[src/rtl/txtdisp_pkg.sv]
package txtdisp_pkg;

  // opcode carried in wr_data[7:5] of a command write to B
  typedef enum logic [2:0] {
    OP_ROW  = 3'd0,
    OP_LDY  = 3'd1,
    OP_LDX  = 3'd2,
    OP_INC  = 3'd3,
    OP_LDM  = 3'd4,
    OP_LDR  = 3'd5,
    OP_LDY0 = 3'd6,
    OP_NOP  = 3'd7
  } cmd_op_e;

  // cursor action selected by the decoder
  typedef enum logic [2:0] {
    CUR_HOLD,
    CUR_ROW,
    CUR_LDY,
    CUR_LDX,
    CUR_INC
  } cur_act_e;

  // data-mode write behaviours from mode[7:5]
  localparam logic [2:0] DMODE_WRITE = 3'd0;
  localparam logic [2:0] DMODE_SKIP  = 3'd1;

endpackage

[src/rtl/txtdisp_addr_map.sv]
module txtdisp_addr_map #(
  parameter int XW = 6,
  parameter int YW = 5,
  parameter int AW = 10
) (
  input  logic [XW-1:0] x,
  input  logic [YW-1:0] y,
  output logic [AW-1:0] addr
);

  // folded regions: rows 12..15 and columns 32..63
  always_comb begin
    if (y[3:2] == 2'b11) begin
      addr = {2'b11, x[5:3], 2'b11, x[2:0]};
    end else if (x[5]) begin
      addr = {2'b11, y[2:0], y[4:3], x[2:0]};
    end else begin
      addr = {y[4:0], x[4:0]};
    end
  end

endmodule

[src/rtl/txtdisp_cursor.sv]
module txtdisp_cursor
  import txtdisp_pkg::*;
#(
  parameter int XW   = 6,
  parameter int YW   = 5,
  parameter int COLS = 40,
  parameter int ROWS = 24
) (
  input  logic          clk,
  input  logic          rst_n,
  input  cur_act_e      act,
  input  logic [XW-1:0] ld_val,
  output logic [XW-1:0] x,
  output logic [YW-1:0] y
);

  localparam logic [XW-1:0] LAST_COL = XW'(COLS - 1);
  localparam logic [YW:0]   ROWS_W   = (YW+1)'(ROWS);

  logic [XW-1:0] x_q, x_d;
  logic [YW-1:0] y_q, y_d;
  logic [YW:0]   y_sum;
  logic [YW-1:0] y_wrap;
  logic          cur_en;

  // row advance modulo ROWS
  always_comb begin
    y_sum  = {1'b0, y_q} + 1'b1;
    y_wrap = (y_sum >= ROWS_W) ? YW'(y_sum - ROWS_W) : y_sum[YW-1:0];
  end

  always_comb begin
    x_d    = x_q;
    y_d    = y_q;
    cur_en = 1'b1;
    case (act)
      CUR_ROW: begin
        x_d = '0;
        y_d = ld_val[YW-1:0];
      end
      CUR_LDY: y_d = ld_val[YW-1:0];
      CUR_LDX: x_d = ld_val;
      CUR_INC: begin
        if (x_q == LAST_COL) begin
          x_d = '0;
          y_d = y_wrap;
        end else begin
          x_d = x_q + 1'b1;
        end
      end
      default: cur_en = 1'b0;
    endcase
  end

  always_ff @(posedge clk or negedge rst_n) begin
    if (!rst_n) begin
      x_q <= '0;
      y_q <= '0;
    end else if (cur_en) begin
      x_q <= x_d;
      y_q <= y_d;
    end
  end

  assign x = x_q;
  assign y = y_q;

endmodule

[src/rtl/txtdisp_busy_ctl.sv]
module txtdisp_busy_ctl (
  input  logic clk,
  input  logic rst_n,
  input  logic set_req,
  output logic busy
);

  logic busy_q, busy_d;

  // high for the cycle after each B access, then drops
  always_comb busy_d = set_req;

  always_ff @(posedge clk or negedge rst_n) begin
    if (!rst_n) busy_q <= 1'b0;
    else        busy_q <= busy_d;
  end

  assign busy = busy_q;

endmodule

[src/rtl/txtdisp_host_if.sv]
module txtdisp_host_if
  import txtdisp_pkg::*;
#(
  parameter int DW   = 8,
  parameter int XW   = 6,
  parameter int YW   = 5,
  parameter int AW   = 10,
  parameter int COLS = 40,
  parameter int ROWS = 24
) (
  input  logic          clk,
  input  logic          rst_n,
  input  logic          wr_en,
  input  logic          rd_en,
  input  logic          sel_cmd,
  input  logic          sel_b,
  input  logic [DW-1:0] wr_data,
  output logic [DW-1:0] rd_data,
  output logic          busy,
  output logic [XW-1:0] cur_x,
  output logic [YW-1:0] cur_y,
  output logic [AW-1:0] cur_addr,
  output logic [DW-1:0] mode_reg,
  output logic [DW-1:0] ctrl_reg,
  output logic [XW-1:0] origin_row,
  output logic          mem_we,
  output logic [AW-1:0] mem_addr,
  output logic [DW-1:0] mem_wdata
);

  localparam int OPW = 3;

  logic [DW-1:0] reg_a_q, reg_b_q, mode_q, ctrl_q;
  logic [XW-1:0] origin_q;
  logic          mem_we_q;
  logic [AW-1:0] mem_addr_q;
  logic [DW-1:0] mem_wdata_q;

  logic       wr_a, wr_b, cmd_b, dat_b, rd_dat_b;
  cmd_op_e    op;
  logic [2:0] dmode;
  cur_act_e   cur_act;
  logic       mode_en, ctrl_en, origin_en;
  logic       mem_we_d;

  // access decode
  always_comb begin
    wr_a     = wr_en & ~sel_b;
    wr_b     = wr_en & sel_b;
    cmd_b    = wr_b & sel_cmd;
    dat_b    = wr_b & ~sel_cmd;
    rd_dat_b = rd_en & sel_b & ~sel_cmd;
    op       = cmd_op_e'(wr_data[DW-1 -: OPW]);
    dmode    = mode_q[DW-1 -: OPW];
  end

  // opcode and data-mode decode
  always_comb begin
    cur_act   = CUR_HOLD;
    mode_en   = 1'b0;
    ctrl_en   = 1'b0;
    origin_en = 1'b0;
    mem_we_d  = 1'b0;
    if (cmd_b) begin
      case (op)
        OP_ROW:  cur_act   = CUR_ROW;
        OP_LDY:  cur_act   = CUR_LDY;
        OP_LDX:  cur_act   = CUR_LDX;
        OP_INC:  cur_act   = CUR_INC;
        OP_LDM:  mode_en   = 1'b1;
        OP_LDR:  ctrl_en   = 1'b1;
        OP_LDY0: origin_en = 1'b1;
        default: cur_act   = CUR_HOLD;
      endcase
    end else if (dat_b) begin
      if (dmode == DMODE_WRITE) begin
        cur_act  = CUR_INC;
        mem_we_d = 1'b1;
      end else if (dmode == DMODE_SKIP) begin
        cur_act  = CUR_INC;
      end
    end
  end

  txtdisp_cursor #(
    .XW(XW), .YW(YW), .COLS(COLS), .ROWS(ROWS)
  ) u_cursor (
    .clk    (clk),
    .rst_n  (rst_n),
    .act    (cur_act),
    .ld_val (reg_a_q[XW-1:0]),
    .x      (cur_x),
    .y      (cur_y)
  );

  txtdisp_addr_map #(
    .XW(XW), .YW(YW), .AW(AW)
  ) u_addr_map (
    .x    (cur_x),
    .y    (cur_y),
    .addr (cur_addr)
  );

  txtdisp_busy_ctl u_busy (
    .clk     (clk),
    .rst_n   (rst_n),
    .set_req (wr_b | rd_dat_b),
    .busy    (busy)
  );

  // register file with explicit enables
  always_ff @(posedge clk or negedge rst_n) begin
    if (!rst_n) begin
      reg_a_q  <= '0;
      reg_b_q  <= '0;
      mode_q   <= '0;
      ctrl_q   <= '0;
      origin_q <= '0;
    end else begin
      if (wr_a)      reg_a_q  <= wr_data;
      if (wr_b)      reg_b_q  <= wr_data;
      if (mode_en)   mode_q   <= reg_a_q;
      if (ctrl_en)   ctrl_q   <= reg_a_q;
      if (origin_en) origin_q <= reg_a_q[XW-1:0];
    end
  end

  // registered display RAM write port
  always_ff @(posedge clk or negedge rst_n) begin
    if (!rst_n) begin
      mem_we_q    <= 1'b0;
      mem_addr_q  <= '0;
      mem_wdata_q <= '0;
    end else begin
      mem_we_q <= mem_we_d;
      if (mem_we_d) begin
        mem_addr_q  <= cur_addr;
        mem_wdata_q <= wr_data;
      end
    end
  end

  // read mux
  always_comb begin
    rd_data = '0;
    if (rd_en) begin
      case ({sel_cmd, sel_b})
        2'b10:   rd_data = {busy, {(DW-1){1'b0}}};
        2'b00:   rd_data = reg_a_q;
        2'b01:   rd_data = reg_b_q;
        default: rd_data = '1;
      endcase
    end
  end

  assign mode_reg   = mode_q;
  assign ctrl_reg   = ctrl_q;
  assign origin_row = origin_q;
  assign mem_we     = mem_we_q;
  assign mem_addr   = mem_addr_q;
  assign mem_wdata  = mem_wdata_q;

endmodule

[config.mk]
export PLATFORM = sky130hd
export DESIGN_NAME = txtdisp_host_if
export DESIGN_NICKNAME = d
export VERILOG_FILES = /design/src/rtl/txtdisp_pkg.sv /design/src/rtl/txtdisp_addr_map.sv /design/src/rtl/txtdisp_cursor.sv /design/src/rtl/txtdisp_busy_ctl.sv /design/src/rtl/txtdisp_host_if.sv
export SDC_FILE = /design/constraint.sdc
export NUM_CORES = 1
export LEC_CHECK = 0
export ABC_AREA = 1
export BUFFER_PORTS_ARGS = -buffer_cell sky130_fd_sc_hd__buf_2
export CORE_MARGIN = 4
export CORE_UTILIZATION = 57
export DETAILED_ROUTE_END_ITERATION = 10
export GPL_TIMING_DRIVEN = 0
export PLACE_DENSITY_LB_ADDON = 0.15
export SETUP_SLACK_MARGIN = 0.2
export SKIP_LAST_GASP = 1
export SYNTH_ARGS = -nofsm -noshare
export SYNTH_HDL_FRONTEND = slang
export SYNTH_SLANG_ARGS = --single-unit
[constraint.sdc]
create_clock -name clk -period 4.09 [get_ports clk]
set_clock_uncertainty 0.15 [all_clocks]
set_input_delay 0.6135 -clock clk [delete_from_list [all_inputs] [get_ports clk]]
set_output_delay 0.6135 -clock clk [all_outputs]
set_load 0.02 [all_outputs]
==> out/results.ini <==
[clock_network]
clock-sinks=69
h-tree-depth=3
holdBufCountCts=0
clk_pin_slew_ps=70
post_cts_buffers=0
clk_latency_ps=340
cts_buffer_depth=2
clock_tree.root_cell=clkbuf_8
ctsResizeCount=0
cts_tree=yes
numCtsBuffers=9

[final_layout]
finalNetCount=500
layout-drive-gt1-share=0.285
mostFrequentLayoutCells=85 x buf_2, 84 x nand2_1, 69 x dfrtp_1
largest_register_ffs=10
diodes=0
final_common_cell=buf_2
stdcell_count=560
area_growth_pct=20.8

[setup_path]
cp-startpoint=u_cursor.y[2]$_DFFE_PN0P_
critical-path-max-stage-delay_ps=350
timing.rr.start=u_cursor.x[0]$_DFFE_PN0P_
critPathMaxFanout=8
ff2ff_path_depth=8
arrival_ps=1580
r2r_slack_ps=2340
crit_buf_inv=2
path_cells=clkbuf_1 -> nand2_1 -> o21ai_0 -> buf_2
r2r_end=u_cursor.y[3]$_DFFE_PN0P_
crit_required_ps=3330
cp-start-kind=flip-flop
critPathSlowestCell=dfrtp_1
crit_family=buffers and inverters
cp_num_cells=4
crit_type=reg -> out
end_kind=primary output

[floorplan]
die_y_um=84.8
die-area_mm2=0.00719
floorplan.initialDensity=0.600
die_width_um=84.8
io-pin-count=85
coreArea_mm2=0.00561
row_count=27

[synth]
synthesis.area_mm2=0.00336
yosysSeqAreaShare=0.514
synth_nets=406
synth_ff_type=dfrtp_1
synthArstFlopShare=1.00
synth_seq_cells=69
yosysTopAreaCellShare=0.514
ys_top_cells_by_area=dfrtp_1 51%, nand2_1 9.4%, o21ai_0 7.0%, inv_1 5.4%, a21oi_1 4.3%
yosysWarningCount=0
ys_types=30
synth_cells=389
synth.avg_cell_area_um2=8.64
synth_edf_count=0
yosys.area.top_type=dfrtp_1

[grt]
grt_max_degree=70
grt_use_total=0.239
grt_pass1_wl_mm=13.7
grt_pass1_vias=2804
grt_overflow=0
antenna_found_initial=0

[placement]
routabilityCongestion=0.870
dp_hpwl_mm=5.73
dp.cells=544
portBuffers=83

[routing]
dr.first_iter.drc_count=171
vias=2860
wl_met1_mm=3.52
drt-vias-per-instance=5.11
avgRoutedWirePerCell_um=14.1
top_layer=met4
met2_length_mm=3.77
met3_length_um=515
detail-route-antenna-nets=0
drtPass1Iterations=5
wl_mm=7.91
drcViolationCount=0

[power_and_ir_drop]
ir_worst_vdd_mv=0.350
totalPowerFinal_mw=2.20
powerDensity_mw_per_mm2=541
leakagePower_nw=2.20

[job]
drv_cap=0

[sta]
post-route-period-util=0.573
whs_ps=227
max_slew_margin=0.429
fmax_ghz=0.427
tns_ps=0
worstMarginPinSlew_ps=856
finalCriticalPeriod_ps=2340
hold_viol=0
setup_viol=0
rsz0062_at_grt=false
slew_violations=0

[hold_path]
hold_path.class=in -> async

[status]
status=finished, final reports clean

-- worst max-delay path by stage --
stage,endpoint,slack [ps]
floorplan,rd_data[0],1950
global placement,rd_data[7],1830
detailed placement,rd_data[7],1830
CTS,cur_addr[6],1740
global route,cur_addr[5],1600
finish,cur_addr[6],1750
-- layout make-up --
| cell class | instances | area (um^2) |
|---|---|---|
| plain buffers | 16 | 120 |
| clock buffers | 11 | 141 |
| clock inverters | 5 | 50.0 |
| fillers | 472 | 1550 |
| inverters | 52 | 195 |
| multi-input cells | 252 | 1320 |
| flip-flops and latches | 69 | 1730 |
| well taps | 72 | 90.1 |
| repair buffers | 83 | 418 |
-- worst reg2reg max path, stage by stage, from the launching register on --
cell     delay (ps)
dfrtp_1         480
ha_1            210
nand2_1          60
inv_1           110
nand4_1         110
inv_1           170
nand2_4          90
a21oi_1         160
a21oi_1         100
-- power by group --
group / internal (mW) / switching, mW / total (mW)
clock network: 0.294 / 0.247 / 0.542
registers: 0.833 / 0.121 / 0.954
logic: 0.239 / 0.463 / 0.703
-- cell families after synthesis --
logic type / Yosys count / synth area share
mux: 7 / 0.0234
flops: 69 / 0.514
fa+ha+maj: 3 / 0.0112
buf+inv: 68 / 0.0938
simple gates: 157 / 0.226
compound gates: 85 / 0.132
-- metrics by stage --
step	setup WS, ps	util	instance area, um^2
2_1_floorplan	1950	-	3360
3_5_place_dp	1830	0.690	3870
3_3_place_gp	1830	0.690	3870
6_report	1750	0.724	4060
5_1_grt	1600	0.724	4060
4_1_cts	1740	0.724	4060
-- layer usage --
| metal | vias to the layer above | GRT usage |
|---|---|---|
| met3 | 9 | 0.0442 |
| met1 | 1310 | 0.343 |
| li1 | 1444 | - |
| met2 | 97 | 0.371 |
| met4 | 0 | 0.0763 |
| met5 | - | 0 |
-- synth_stat cells (3+ instances only) --
cell,count
nand2_1,84
dfrtp_1,69
inv_1,48
o21ai_0,47
nor2_1,35
a21oi_1,29
nand3_1,13
mux2_2,6
buf_4,5
buf_6,5
nand4_1,5
inv_2,4
nand2_2,4
o211ai_1,4
buf_2,3
clkbuf_1,3
ha_1,3
nand2_4,3
nor4_4,3
(Power assumes the default switching activity.)
